**src/rtl/bidc_pkg.sv**
```systemverilog
package bidc_pkg;

    // Crossbar feedback encoding for the bid held in a slot
    typedef enum logic [1:0] {
        FB_WIN    = 2'd0,
        FB_LOST   = 2'd1,
        FB_BACKP  = 2'd2,
        FB_RSVD   = 2'd3
    } fb_code_e;

    // Action a lane takes at the end of a slot
    typedef enum logic [1:0] {
        ACT_IDLE     = 2'd0,   // nothing held: fetch a candidate
        ACT_SEND     = 2'd1,   // won: forward cell, fetch next
        ACT_RETRY    = 2'd2,   // lost contention: resend same bid
        ACT_RESELECT = 2'd3    // refused by backpressure: hand back, fetch other
    } lane_act_e;

    function automatic lane_act_e classify(input logic held, input logic [1:0] code);
        lane_act_e a;
        if (!held) begin
            a = ACT_IDLE;
        end else begin
            case (fb_code_e'(code))
                FB_WIN:   a = ACT_SEND;
                FB_BACKP: a = ACT_RESELECT;
                default:  a = ACT_RETRY;
            endcase
        end
        return a;
    endfunction

    function automatic logic wants_new(input lane_act_e a);
        return (a != ACT_RETRY);
    endfunction

endpackage

```
**src/rtl/bidc_fb_decode.sv**
```systemverilog
module bidc_fb_decode
    import bidc_pkg::*;
(
    input  logic       held,
    input  logic [1:0] code,
    output lane_act_e  act,
    output logic       need_new
);
    always_comb begin
        act      = classify(held, code);
        need_new = wants_new(act);
    end
endmodule

```
**src/rtl/bidc_lane.sv**
```systemverilog
module bidc_lane
    import bidc_pkg::*;
#(
    parameter int GRP_W  = 6,
    parameter int PRIO_W = 2,
    parameter int CELL_W = 10
) (
    input  logic              clk,
    input  logic              rst,
    input  logic [1:0]        fb_code,
    input  logic              sel_avail,
    input  logic [GRP_W-1:0]  sel_group,
    input  logic [PRIO_W-1:0] sel_prio,
    input  logic [CELL_W-1:0] sel_id,
    output logic              sel_req,
    output logic              bid_valid,
    output logic [GRP_W-1:0]  bid_group,
    output logic [PRIO_W-1:0] bid_prio,
    output logic [CELL_W-1:0] bid_id,
    output logic              xmit_valid,
    output logic [CELL_W-1:0] xmit_id,
    output logic              rel_valid,
    output logic [CELL_W-1:0] rel_id
);
    typedef struct packed {
        logic [GRP_W-1:0]  grp;
        logic [PRIO_W-1:0] prio;
        logic [CELL_W-1:0] id;
    } cand_t;

    lane_act_e act;
    logic      need_new;
    logic      held_q;
    cand_t     held_c;
    cand_t     offer_c;

    bidc_fb_decode u_dec (
        .held     (held_q),
        .code     (fb_code),
        .act      (act),
        .need_new (need_new)
    );

    assign offer_c   = '{grp: sel_group, prio: sel_prio, id: sel_id};
    assign sel_req   = need_new & ~rst;
    assign rel_valid = (act == ACT_RESELECT) & ~rst;
    assign rel_id    = held_c.id;

    always_ff @(posedge clk) begin
        if (rst) begin
            held_q     <= 1'b0;
            held_c     <= '0;
            xmit_valid <= 1'b0;
            xmit_id    <= '0;
        end else begin
            xmit_valid <= (act == ACT_SEND);
            if (act == ACT_SEND)
                xmit_id <= held_c.id;
            if (need_new) begin
                held_q <= sel_avail;
                if (sel_avail)
                    held_c <= offer_c;
            end
        end
    end

    assign bid_valid = held_q;
    assign bid_group = held_c.grp;
    assign bid_prio  = held_c.prio;
    assign bid_id    = held_c.id;

    // a won bid is forwarded in the following slot
    assert_win_xmit_R2: assert property (@(posedge clk) disable iff (rst)
        (bid_valid && fb_code == 2'd0) |=> (xmit_valid && xmit_id == $past(bid_id)));

    // a lost bid is repeated unchanged
    assert_lost_hold_R3: assert property (@(posedge clk) disable iff (rst)
        (bid_valid && fb_code[0]) |=> (bid_valid && $stable(bid_id) && $stable(bid_group)
                                        && $stable(bid_prio) && !xmit_valid));

    // a refused cell is not bid again on this lane next slot
    assert_backp_other_R4: assert property (@(posedge clk) disable iff (rst)
        (bid_valid && fb_code == 2'd2) |=> (!bid_valid || bid_id != $past(bid_id)));

    // a request with nothing on offer leaves the lane empty
    assert_empty_lane_R6: assert property (@(posedge clk) disable iff (rst)
        (sel_req && !sel_avail) |=> !bid_valid);

    // no bid held means no transmit follows
    assert_idle_noxmit_R7: assert property (@(posedge clk) disable iff (rst)
        !bid_valid |=> !xmit_valid);
endmodule

```
**src/rtl/inmod_bid_ctrl.sv**
```systemverilog
module inmod_bid_ctrl
    import bidc_pkg::*;
#(
    parameter int NUM_LANES  = 8,
    parameter int NUM_GROUPS = 40,
    parameter int PRIO_W     = 2,
    parameter int CELL_W     = 10,
    localparam int GRP_W     = $clog2(NUM_GROUPS)
) (
    input  logic                        clk,
    input  logic                        rst,
    input  logic [NUM_LANES*2-1:0]      fb_code,
    input  logic [NUM_LANES-1:0]        sel_avail,
    input  logic [NUM_LANES*GRP_W-1:0]  sel_group,
    input  logic [NUM_LANES*PRIO_W-1:0] sel_prio,
    input  logic [NUM_LANES*CELL_W-1:0] sel_id,
    output logic [NUM_LANES-1:0]        sel_req,
    output logic [NUM_LANES-1:0]        bid_valid,
    output logic [NUM_LANES*GRP_W-1:0]  bid_group,
    output logic [NUM_LANES*PRIO_W-1:0] bid_prio,
    output logic [NUM_LANES*CELL_W-1:0] bid_id,
    output logic [NUM_LANES-1:0]        xmit_valid,
    output logic [NUM_LANES*CELL_W-1:0] xmit_id,
    output logic [NUM_LANES-1:0]        rel_valid,
    output logic [NUM_LANES*CELL_W-1:0] rel_id
);
    for (genvar l = 0; l < NUM_LANES; l++) begin : g_lane
        bidc_lane #(
            .GRP_W  (GRP_W),
            .PRIO_W (PRIO_W),
            .CELL_W (CELL_W)
        ) u_lane (
            .clk        (clk),
            .rst        (rst),
            .fb_code    (fb_code[l*2 +: 2]),
            .sel_avail  (sel_avail[l]),
            .sel_group  (sel_group[l*GRP_W +: GRP_W]),
            .sel_prio   (sel_prio[l*PRIO_W +: PRIO_W]),
            .sel_id     (sel_id[l*CELL_W +: CELL_W]),
            .sel_req    (sel_req[l]),
            .bid_valid  (bid_valid[l]),
            .bid_group  (bid_group[l*GRP_W +: GRP_W]),
            .bid_prio   (bid_prio[l*PRIO_W +: PRIO_W]),
            .bid_id     (bid_id[l*CELL_W +: CELL_W]),
            .xmit_valid (xmit_valid[l]),
            .xmit_id    (xmit_id[l*CELL_W +: CELL_W]),
            .rel_valid  (rel_valid[l]),
            .rel_id     (rel_id[l*CELL_W +: CELL_W])
        );
    end

    // pending cells are held by at most one lane
    for (genvar a = 0; a < NUM_LANES; a++) begin : g_pa
        for (genvar b = a + 1; b < NUM_LANES; b++) begin : g_pb
            assert_unique_pending_R10: assert property (@(posedge clk) disable iff (rst)
                (bid_valid[a] && bid_valid[b]) |->
                    (bid_id[a*CELL_W +: CELL_W] != bid_id[b*CELL_W +: CELL_W]));
        end
    end

    // reset clears every lane
    assert_reset_clear_R1: assert property (@(posedge clk)
        rst |=> (bid_valid == '0 && xmit_valid == '0));
endmodule

```
**config.mk**
```make
export PLATFORM = sky130hd
export DESIGN_NAME = inmod_bid_ctrl
export DESIGN_NICKNAME = d
export VERILOG_FILES = /design/src/rtl/bidc_pkg.sv /design/src/rtl/bidc_fb_decode.sv /design/src/rtl/bidc_lane.sv /design/src/rtl/inmod_bid_ctrl.sv
export SDC_FILE = /design/constraint.sdc
export NUM_CORES = 1
export LEC_CHECK = 0
export BUFFER_PORTS_ARGS = -buffer_cell sky130_fd_sc_hd__buf_4
export CAP_MARGIN = 20
export CORE_AREA = 2 2 195 197
export DETAILED_ROUTE_END_ITERATION = 8
export DIE_AREA = 0 0 197 199
export PLACE_DENSITY = 0.58
export SLEW_MARGIN = 20
export SYNTH_ARGS = -nofsm -noshare
export SYNTH_HDL_FRONTEND = slang
export SYNTH_SLANG_ARGS = --single-unit
```
**constraint.sdc**
```tcl
create_clock -name clk -period 2.2 [get_ports clk]
set_input_delay 0.44 -clock clk [delete_from_list [all_inputs] [get_ports clk]]
set_output_delay 0.44 -clock clk [all_outputs]
set_load 0.03 [all_outputs]
```
---- Word-level counts from Yosys, hierarchy flattened ----
Cells that the tools add are included.
operators by class
  muxes and demuxes ....................... 16
  reductions and logical operators ........ 16
  equality and inequality tests ........... 32
  bitwise gates (word level) .............. 17
operators by type and width
  kind                number
  $eq 2x2->1 const B  16
  $pmux 2 s2          8
  $and 1x1->1         16
  $eq 2x1->1 const B  8
  $logic_not 2->1     8
  $mux 2              8
  $ne 2x2->1 const B  8
  $reduce_and 2->1    8
  $not 1->1           1
storage, ports and cells
  output and inout bits ................... 336
  word-level logic and storage cells ...... 129
  register bits ........................... 240

---- Longest topological paths before layout ----
Gate-level depths: netlist of the first run.
  depth after elaboration ................. 5
  depth in mapped cells ................... 5
  mapped depth without buffers ............ 2

---- Modules after synthesis ----
From an unflattened synthesis of the first run, not the netlist that was laid out.
unflattened totals
  cells, all modules ...................... 1112
  area total of the unflattened synthesis .. 10960.5 um^2
by module, submodules not included
  module          instances  cells each  area an instance (um^2)  sequential area each (um^2)
  bidc_lane       8          136         1352.5                   600.6
  bidc_fb_decode  8          3           17.5                     0.0

---- Worst setup path before layout of the first run ----
Ideal clock, no wire load.
  path kind ............................... input to output
  from .................................... input rst
  to ...................................... output rel_valid[7]
  path slack .............................. 0.565 ns
  arrival time ............................ 1.195 ns
  buffers on the path ..................... 3
  cell stages on the path ................. 4
  required time ........................... 1.760 ns
  path through ............................ buf_2 buf_2 nor4bb_1 buf_4
on the way
  longest elaborated chain between the ends .. 2
RTL lines
  item                RTL line              text
  start: declaration  inmod_bid_ctrl.sv:11  input logic rst,
  $not 1->1           bidc_lane.sv:46       assign rel_valid = (act == ACT_RESELECT) & ~rst;
  $and 1x1->1         bidc_lane.sv:46
  end: declaration    inmod_bid_ctrl.sv:24  output logic [NUM_LANES-1:0] rel_valid,
No other way between the ends.

---- Final worst setup path of the first run ----
  from .................................... register g_lane[1].u_lane.held_q
  to ...................................... output rel_valid[1]
on the way
  longest elaborated chain between the ends .. 3
RTL lines
  item                      RTL line         text
  start: declaration        bidc_lane.sv:33  logic held_q;
  start signal: assignment  bidc_lane.sv:60  held_q <= sel_avail;
  $mux 2                    bidc_pkg.sv:21   if (!held) begin
  $eq 2x2->1                bidc_lane.sv:46
  $and 1x1->1               bidc_lane.sv:46
No other way between the ends.

==> results of run 1 <==
critical path, delay by kind of cell (launching register included):
family / cells / cell delay [ps]
buffers and inverters: 1 / 230
DFF: 1 / 530
and+or+nand+nor: 1 / 380
routing by layer:
layer  GRT usage  vias to the layer above  wire, um
li1            -                     4158         -
met1      0.1906                     3898     13530
met2      0.2764                      288     16220
met3     0.03849                       40      2236
met4     0.04094                        0       587
met5           0                        -         0
cell usage after synthesis:
cell      instances  share of area
dfxtp_1         240           0.44
nand2b_1        368           0.21
clkbuf_1         38          0.013
a21oi_1          16         0.0073
mux2i_1         224           0.20
nor4bb_1          8         0.0073
nor4b_1           8         0.0064
buf_6            15          0.015
nor3b_1           1        0.00068
nor2_1            8         0.0027
buf_2             7         0.0032
or3b_1            7         0.0056
buf_4           120          0.082
a21boi_0          8         0.0055
flip-flops by register name, indices dropped and copies added, names as in the netlist:
register,cells
g_lane.u_lane.bid_group,48
g_lane.u_lane.bid_id,80
g_lane.u_lane.bid_prio,16
g_lane.u_lane.bid_valid,8
g_lane.u_lane.xmit_id,80
g_lane.u_lane.xmit_valid,8
report_power, final:
part           switching, mW  internal (mW)  leakage, nW
sequential             0.181           4.55         1.96
combinational           1.15          0.914         4.93
clock                   1.90           3.16        0.503
total                   3.23           8.62         7.39
cell type report:
type	instances	area, um^2	area share
clock inverter	11	161.4	0.01049
clock buffer	43	858.3	0.05576
multi-input combinational	648	4969	0.3228
tap	474	593.1	0.03853
timing repair buffer	528	4008	0.2603
sequential	240	4805	0.3121
final timing paths:
path                                               startpoint                            end  cells past startpoint
worst min-delay path                               fb_code[1]    g_lane[0].u_lane.xmit_valid                      2
worst max-delay path               g_lane[1].u_lane.bid_valid                   rel_valid[1]                      2
worst max register to register     g_lane[1].u_lane.bid_valid    g_lane[1].u_lane.xmit_id[8]                      2
worst min register to register  g_lane[1].u_lane.bid_group[3]  g_lane[1].u_lane.bid_group[3]                      2
metrics by stage:
stage	cells	instance area [um^2]	worst slack (ps)
after floorplan	1068	10990	565.1
after global placement	1890	14370	410.7
after detailed placement	1890	14370	385.6
after CTS	1944	15390	62.04
after global routing	1944	15390	3.033
final	1944	15390	89.88
kinds of logic after synthesis:
family	after synthesis
AOI/OAI and AO/OA	24
buffers and inverters	180
DFF	240
muxes	224
and+or+nand+nor	400
==> out/results.tsv, run 1 <==
stage	metric	value	unit
layout	Fillers	3661	
setup_path	WS Path Type	reg -> out	
global_route	initial antenna violation count	0	
setup_path	Max FO, Critical Path	7	
layout	Final nets	1617	
setup_path	R2R Setup Slk	650	ps
global_route	vias in the first global route	8260	
sta	# setup viols final	0	
place	GP Congestion	0.7687	
outcome	status	finished clean	
pwr	Peak VDD IR	555.6	uV
setup_path	crit path DAT	1670	ps
clocking	Clock Path Buffers	3	
layout	share of post-route cells with drive strength above 1	0.3980	
setup_path	Worst path max stage delay	530	ps
detailed_routing	DR vias/cell	4.313	
detailed_routing	via count	8384	
sta	clock period minus worst slack	2110	ps
logic_synthesis	Post-Syn Instances	1068	
die	IO Count	506	
logic_synthesis	sequential fraction of the synthesis area	0.4374	
place	Port Buffers	505	
die	Rows	71	
clocking	# resized after CTS	0	
sta	Hold Worst Slack	72.54	ps
sta	final setup skew	10.36	ps
pwr	leakage	7.392	nW
detailed_routing	Avg WL per Cell	16.76	um
setup_path	CP startpoint kind	flip-flop	
setup_path	CP max-delay cell	dfxtp_1	
sta	worst-margin pin slew	641.4	ps
sta	final setup TNS	0	ps
die	Die Area	39200	um^2
clocking	postcts setup bufs	0	
setup_path	Worst Path Required	1760	ps
logic_synthesis	Mapped Area	10990	um^2
logic_synthesis	Synth Area in Compound Gates	0.01276	
die	chip height	199	um
clocking	clock sink count	240	
clocking	CTS tree	yes	
hold_path	Hold Crit Class	in -> reg	
flow_run	max cap viols	0	
detailed_routing	antenna-violating nets left	0	
clocking	Clock Latency Late Sink	550	ps
logic_synthesis	post-synth cell types	14	
sta	RSZ-0062 raised after global routing	false	
setup_path	CP Cell Sequence	nor4bb_1 -> buf_4	
pwr	pwr dens	770.1	nW/um^2
global_route	first-pass GRT wire length	48200	um
layout	commonest non-fill, non-tap cells in the layout	buf_4 (524), nand2b_1 (368), dfxtp_1 (240)	
detailed_routing	number of DRC markers in iteration 0	234	
logic_synthesis	Avg Cell Area, Syn	10.29	um^2
layout	most common cell after layout, fill and taps aside	buf_4	
logic_synthesis	Simple-Gate Fraction of Synth Area	0.2322	
die	initial core utilization	0.2958	
die	Horiz. Die Dim	197	um
layout	post-layout util	0.4145	
logic_synthesis	Ys Warns	0	
sta	Period Utilization, post-route	0.9591	
layout	area grow syn2layout	40.13	%
global_route	GRT Util Overall	0.1568	
pwr	total design power	11.85	mW
sta	Max Slew Vio Count	0	
logic_synthesis	Post-Synth Adder-Cell Area	0	
sta	fmax	473.9	MHz
clocking	Post-CTS Hold Fix Bufs	0	
logic_synthesis	mux share of post-synthesis cell area	0.2041	
detailed_routing	drt drc	0	
logic_synthesis	XOR/XNOR Fraction of Synth Area	0	
logic_synthesis	Synth Register Bits	240	
logic_synthesis	syn nets	1238	
sta	slew margin rel.	0.5724	
die	Core Region	37130	um^2
logic_synthesis	main combinational cell family by area after synthesis	simple AND/OR/NAND/NOR gates	
clocking	Worst-path clk slew	60	ps
clocking	# H-tree levels	1	
setup_path	CP Capture Type	output port	
sta	Final Hold Vio Count	0	
clocking	clk root buf	clkbuf_16	
place	DP Wirelength	24470	um
detailed_routing	Post-Route WL	32580	um
clocking	total CTS buffers	29	
layout	ANT cells	0	
detailed_routing	first-pass iteration count of the detailed router	4	
global_route	overflow left after global routing	0	
global_route	largest net degree at the start of global routing	105	
Power figures use the tool's default switching activity.
==> inputs of run 2 (changes only) <==
ABC_AREA = 1   (was not set)
CORE_AREA = 2 2 194 196   (was 2 2 195 197)
DIE_AREA = 0 0 196 198   (was 0 0 197 199)
PLACE_DENSITY = 0.56   (was 0.58)
==> out/results.tsv, run 2 <==
stage	metric	value	unit	change
setup_path	WS Path Type	reg -> out		unchanged
detailed_routing	first-pass iteration count of the detailed router	4		unchanged
hold_path	Hold Crit Class	in -> reg		unchanged
setup_path	CP Capture Type	output port		unchanged
setup_path	delay-heaviest family, CP	flip-flops		unchanged
setup_path	WP buf/inv	1		unchanged
global_route	vias in the first global route	8503		was 8260
setup_path	CP startpoint kind	flip-flop		unchanged
logic_synthesis	number of synthesized flops with an enable pin	0		unchanged
die	Die Area	38810	um^2	was 39200 um^2
detailed_routing	Post-Route WL	32170	um	was 32580 um
logic_synthesis	post-synth cell types	21		was 14
logic_synthesis	Post-Syn Instances	1349		was 1068
layout	Sequential Area	4805	um^2	unchanged
clocking	# H-tree levels	1		unchanged
detailed_routing	drt drc	0		unchanged
pwr	leakage	7.395	nW	was 7.392 nW
layout	Final nets	1888		was 1617
detailed_routing	antenna-violating nets left	0		unchanged
logic_synthesis	Ys Warns	0		unchanged
global_route	largest net degree at the start of global routing	71		was 105
logic_synthesis	top-area cell type share of the netlist area	0.4780		was 0.4374
clocking	clock sink count	240		unchanged
setup_path	startpoint of the worst register-to-register path	g_lane[3].u_lane.bid_valid		was g_lane[1].u_lane.bid_valid
sta	fmax	511.1	MHz	was 473.9 MHz
place	GP Congestion	0.7904		was 0.7687
clocking	# resized after CTS	0		unchanged
clocking	clk root buf	clkbuf_16		unchanged
layout	area grow syn2layout	40.48	%	was 40.13%
logic_synthesis	Synth Register Bits	240		unchanged
sta	Period Utilization, post-route	0.8894		was 0.9591
global_route	initial antenna violation count	1		was 0
logic_synthesis	syn nets	1519		was 1238
layout	multi-input logic area	3401	um^2	was 4969 um^2
layout	commonest non-fill, non-tap cells in the layout	buf_4 (516), nor2_1 (433), dfxtp_1 (240)		was buf_4 (524), nand2b_1 (368), dfxtp_1 (240)
die	Rows	71		unchanged
die	Horiz. Die Dim	196	um	was 197 um
setup_path	crit path DAT	1520	ps	was 1670 ps
clocking	CTS tree	yes		unchanged
die	IO Count	506		unchanged
pwr	Peak VDD IR	502.6	uV	was 555.6 uV
clocking	Post-CTS Hold Fix Bufs	0		unchanged
global_route	GR Util met2	0.2676		was 0.2764
layout	share of post-route cells with drive strength above 1	0.3569		was 0.3980
clocking	postcts setup bufs	0		unchanged
global_route	first-pass GRT wire length	48360	um	was 48200 um
sta	clock period minus worst slack	1957	ps	was 2110 ps
setup_path	CP Cell Sequence	nand2_1 -> nor3_1 -> buf_4		was nor4bb_1 -> buf_4
sta	Final Hold Vio Count	0		unchanged
global_route	GRT Util Overall	0.1565		was 0.1568
layout	Fillers	3812		was 3661
setup_path	Max FO, Critical Path	4		was 7
sta	worst-margin pin slew	509.2	ps	was 641.4 ps
hold_path	hold path startpoint	sel_id[45]		was fb_code[1]
pwr	pwr dens	844.6	nW/um^2	was 770.1 nW/um^2
clocking	Worst-path clk slew	60	ps	about the same
sta	RSZ-0062 raised after global routing	false		unchanged
logic_synthesis	Post-synth top flop	dfxtp_1		unchanged
setup_path	CP max-delay cell	dfxtp_1		unchanged
logic_synthesis	most common cell in the netlist	nor2_1		was nand2b_1
detailed_routing	DR vias/cell	4.134		was 4.313
logic_synthesis	Post-synth top cells	nor2_1 (433), dfxtp_1 (240), nand2_1 (164)		was nand2b_1 (368), dfxtp_1 (240), mux2i_1 (224)
setup_path	critical path launch point	g_lane[2].u_lane.bid_valid		was g_lane[1].u_lane.bid_valid
place	Port Buffers	505		unchanged
place	DP Wirelength	23390	um	was 24470 um
flow_run	max cap viols	0		unchanged
sta	# setup viols final	0		unchanged
setup_path	Worst path max stage delay	390	ps	was 530 ps
logic_synthesis	Mapped Area	10050	um^2	was 10990 um^2
detailed_routing	Avg WL per Cell	14.53	um	was 16.76 um
clocking	total CTS buffers	28		was 29
layout	ANT cells	0		unchanged
logic_synthesis	largest area contributor in the synthesized netlist	dfxtp_1		unchanged
global_route	overflow left after global routing	0		unchanged
logic_synthesis	sequential fraction of the synthesis area	0.4780		was 0.4374
outcome	status	finished clean		unchanged
global_route	met3 Use GR	0.03151		was 0.03849
detailed_routing	number of DRC markers in iteration 0	353		was 234
layout	most common cell after layout, fill and taps aside	buf_4		unchanged
sta	final setup TNS	0	ps	unchanged
detailed_routing	via count	9152		was 8384
global_route	M1 GR Usage	0.1980		was 0.1906
die	Core Region	36960	um^2	was 37130 um^2
die	chip height	198	um	was 199 um
clocking	Clock Path Buffers	3		unchanged
logic_synthesis	Avg Cell Area, Syn	7.451	um^2	was 10.29 um^2
sta	final setup skew	7.377	ps	was 10.36 ps
setup_path	Worst Path Required	1760	ps	about the same
die	initial core utilization	0.2720		was 0.2958
logic_synthesis	ys async rst share	0		unchanged
sta	Max Slew Vio Count	0		unchanged
sta	slew margin rel.	0.6593		was 0.5724
global_route	layer with the highest usage	met2		unchanged
clocking	Clock Latency Late Sink	540	ps	was 550 ps
logic_synthesis	Area contributors post-synth	dfxtp_1 (48%), nor2_1 (16%), buf_4 (9.1%), nand2_1 (6.1%), o21ai_0 (5.8%)		was dfxtp_1 (44%), nand2b_1 (21%), mux2i_1 (20%), buf_4 (8.2%), buf_6 (1.5%)
pwr	total design power	11.93	mW	was 11.85 mW
run 2: changes by cell type after synthesis, sizes merged, moves of 12 or more:
| cell | before | now |
|---|---|---|
| nand3 | 0 | 12 |
| o21ai | 0 | 144 |
| nor2 | 8 | 468 |
| nand2 | 0 | 180 |
| mux2i | 224 | 0 |
| buf | 142 | 169 |
| nand2b | 368 | 0 |
| clkbuf | 38 | 11 |
| inv | 0 | 113 |
run 2: path summary, 6_finish.rpt:
check / endpoint / cells after the start / slack [ps]
worst max register to register: g_lane[3].u_lane.bid_group[4] / 5 / 840
worst min-delay path: g_lane[4].u_lane.bid_id[5] / 3 / 140
worst min register to register: g_lane[1].u_lane.bid_group[4] / 2 / 480
worst max-delay path: rel_valid[2] / 3 / 240
run 2: report_power, final:
group / internal, mW / switching, mW
clock network: 2.76 / 1.86
registers: 4.63 / 0.266
logic: 0.905 / 1.50
total: 8.30 / 3.63
run 2: cells by family after synthesis:
| kind of cell | Yosys count | synth area share |
|---|---|---|
| AO/OA/AOI/OAI | 152 | 0.07569 |
| flip-flops | 240 | 0.4780 |
| AND/OR/NAND/NOR | 664 | 0.2627 |
| buffers and inverters | 293 | 0.1836 |
run 2: tightest hold or removal path, delay by kind of cell:
family	cells	cell delay, ps
buffers and inverters	1	80
AOI/OAI and AO/OA	1	50
and+or+nand+nor	1	70
run 2: final cells by class:
type                    instances  share of cell area
clock buffers                  42             0.05698
clock inverters                10            0.007887
inverters                     113             0.03341
multi-input cells             816              0.2409
flip-flops and latches        240              0.3403
well taps                     474             0.04200
repair buffers                519              0.2786
run 2: layer usage:
layer | vias up | wire [um]
li1 | 4716 | -
met1 | 4073 | 13730
met2 | 305 | 15440
met3 | 56 | 2112
met4 | 2 | 875
met5 | - | 13
run 2: metrics by stage:
stage	worst slack, ps	std cells	hold WS [ps]	area (um^2)	utilization
after floorplan	680.5	1349	501.8	10050	-
final	243.3	2214	136.9	14120	0.3821
after detailed placement	463.3	2162	473.0	13200	0.3573
after global routing	201.3	2214	127.3	14120	0.3821
after CTS	234.7	2214	99.89	14120	0.3821
after global placement	458.8	2162	463.7	13200	0.3573
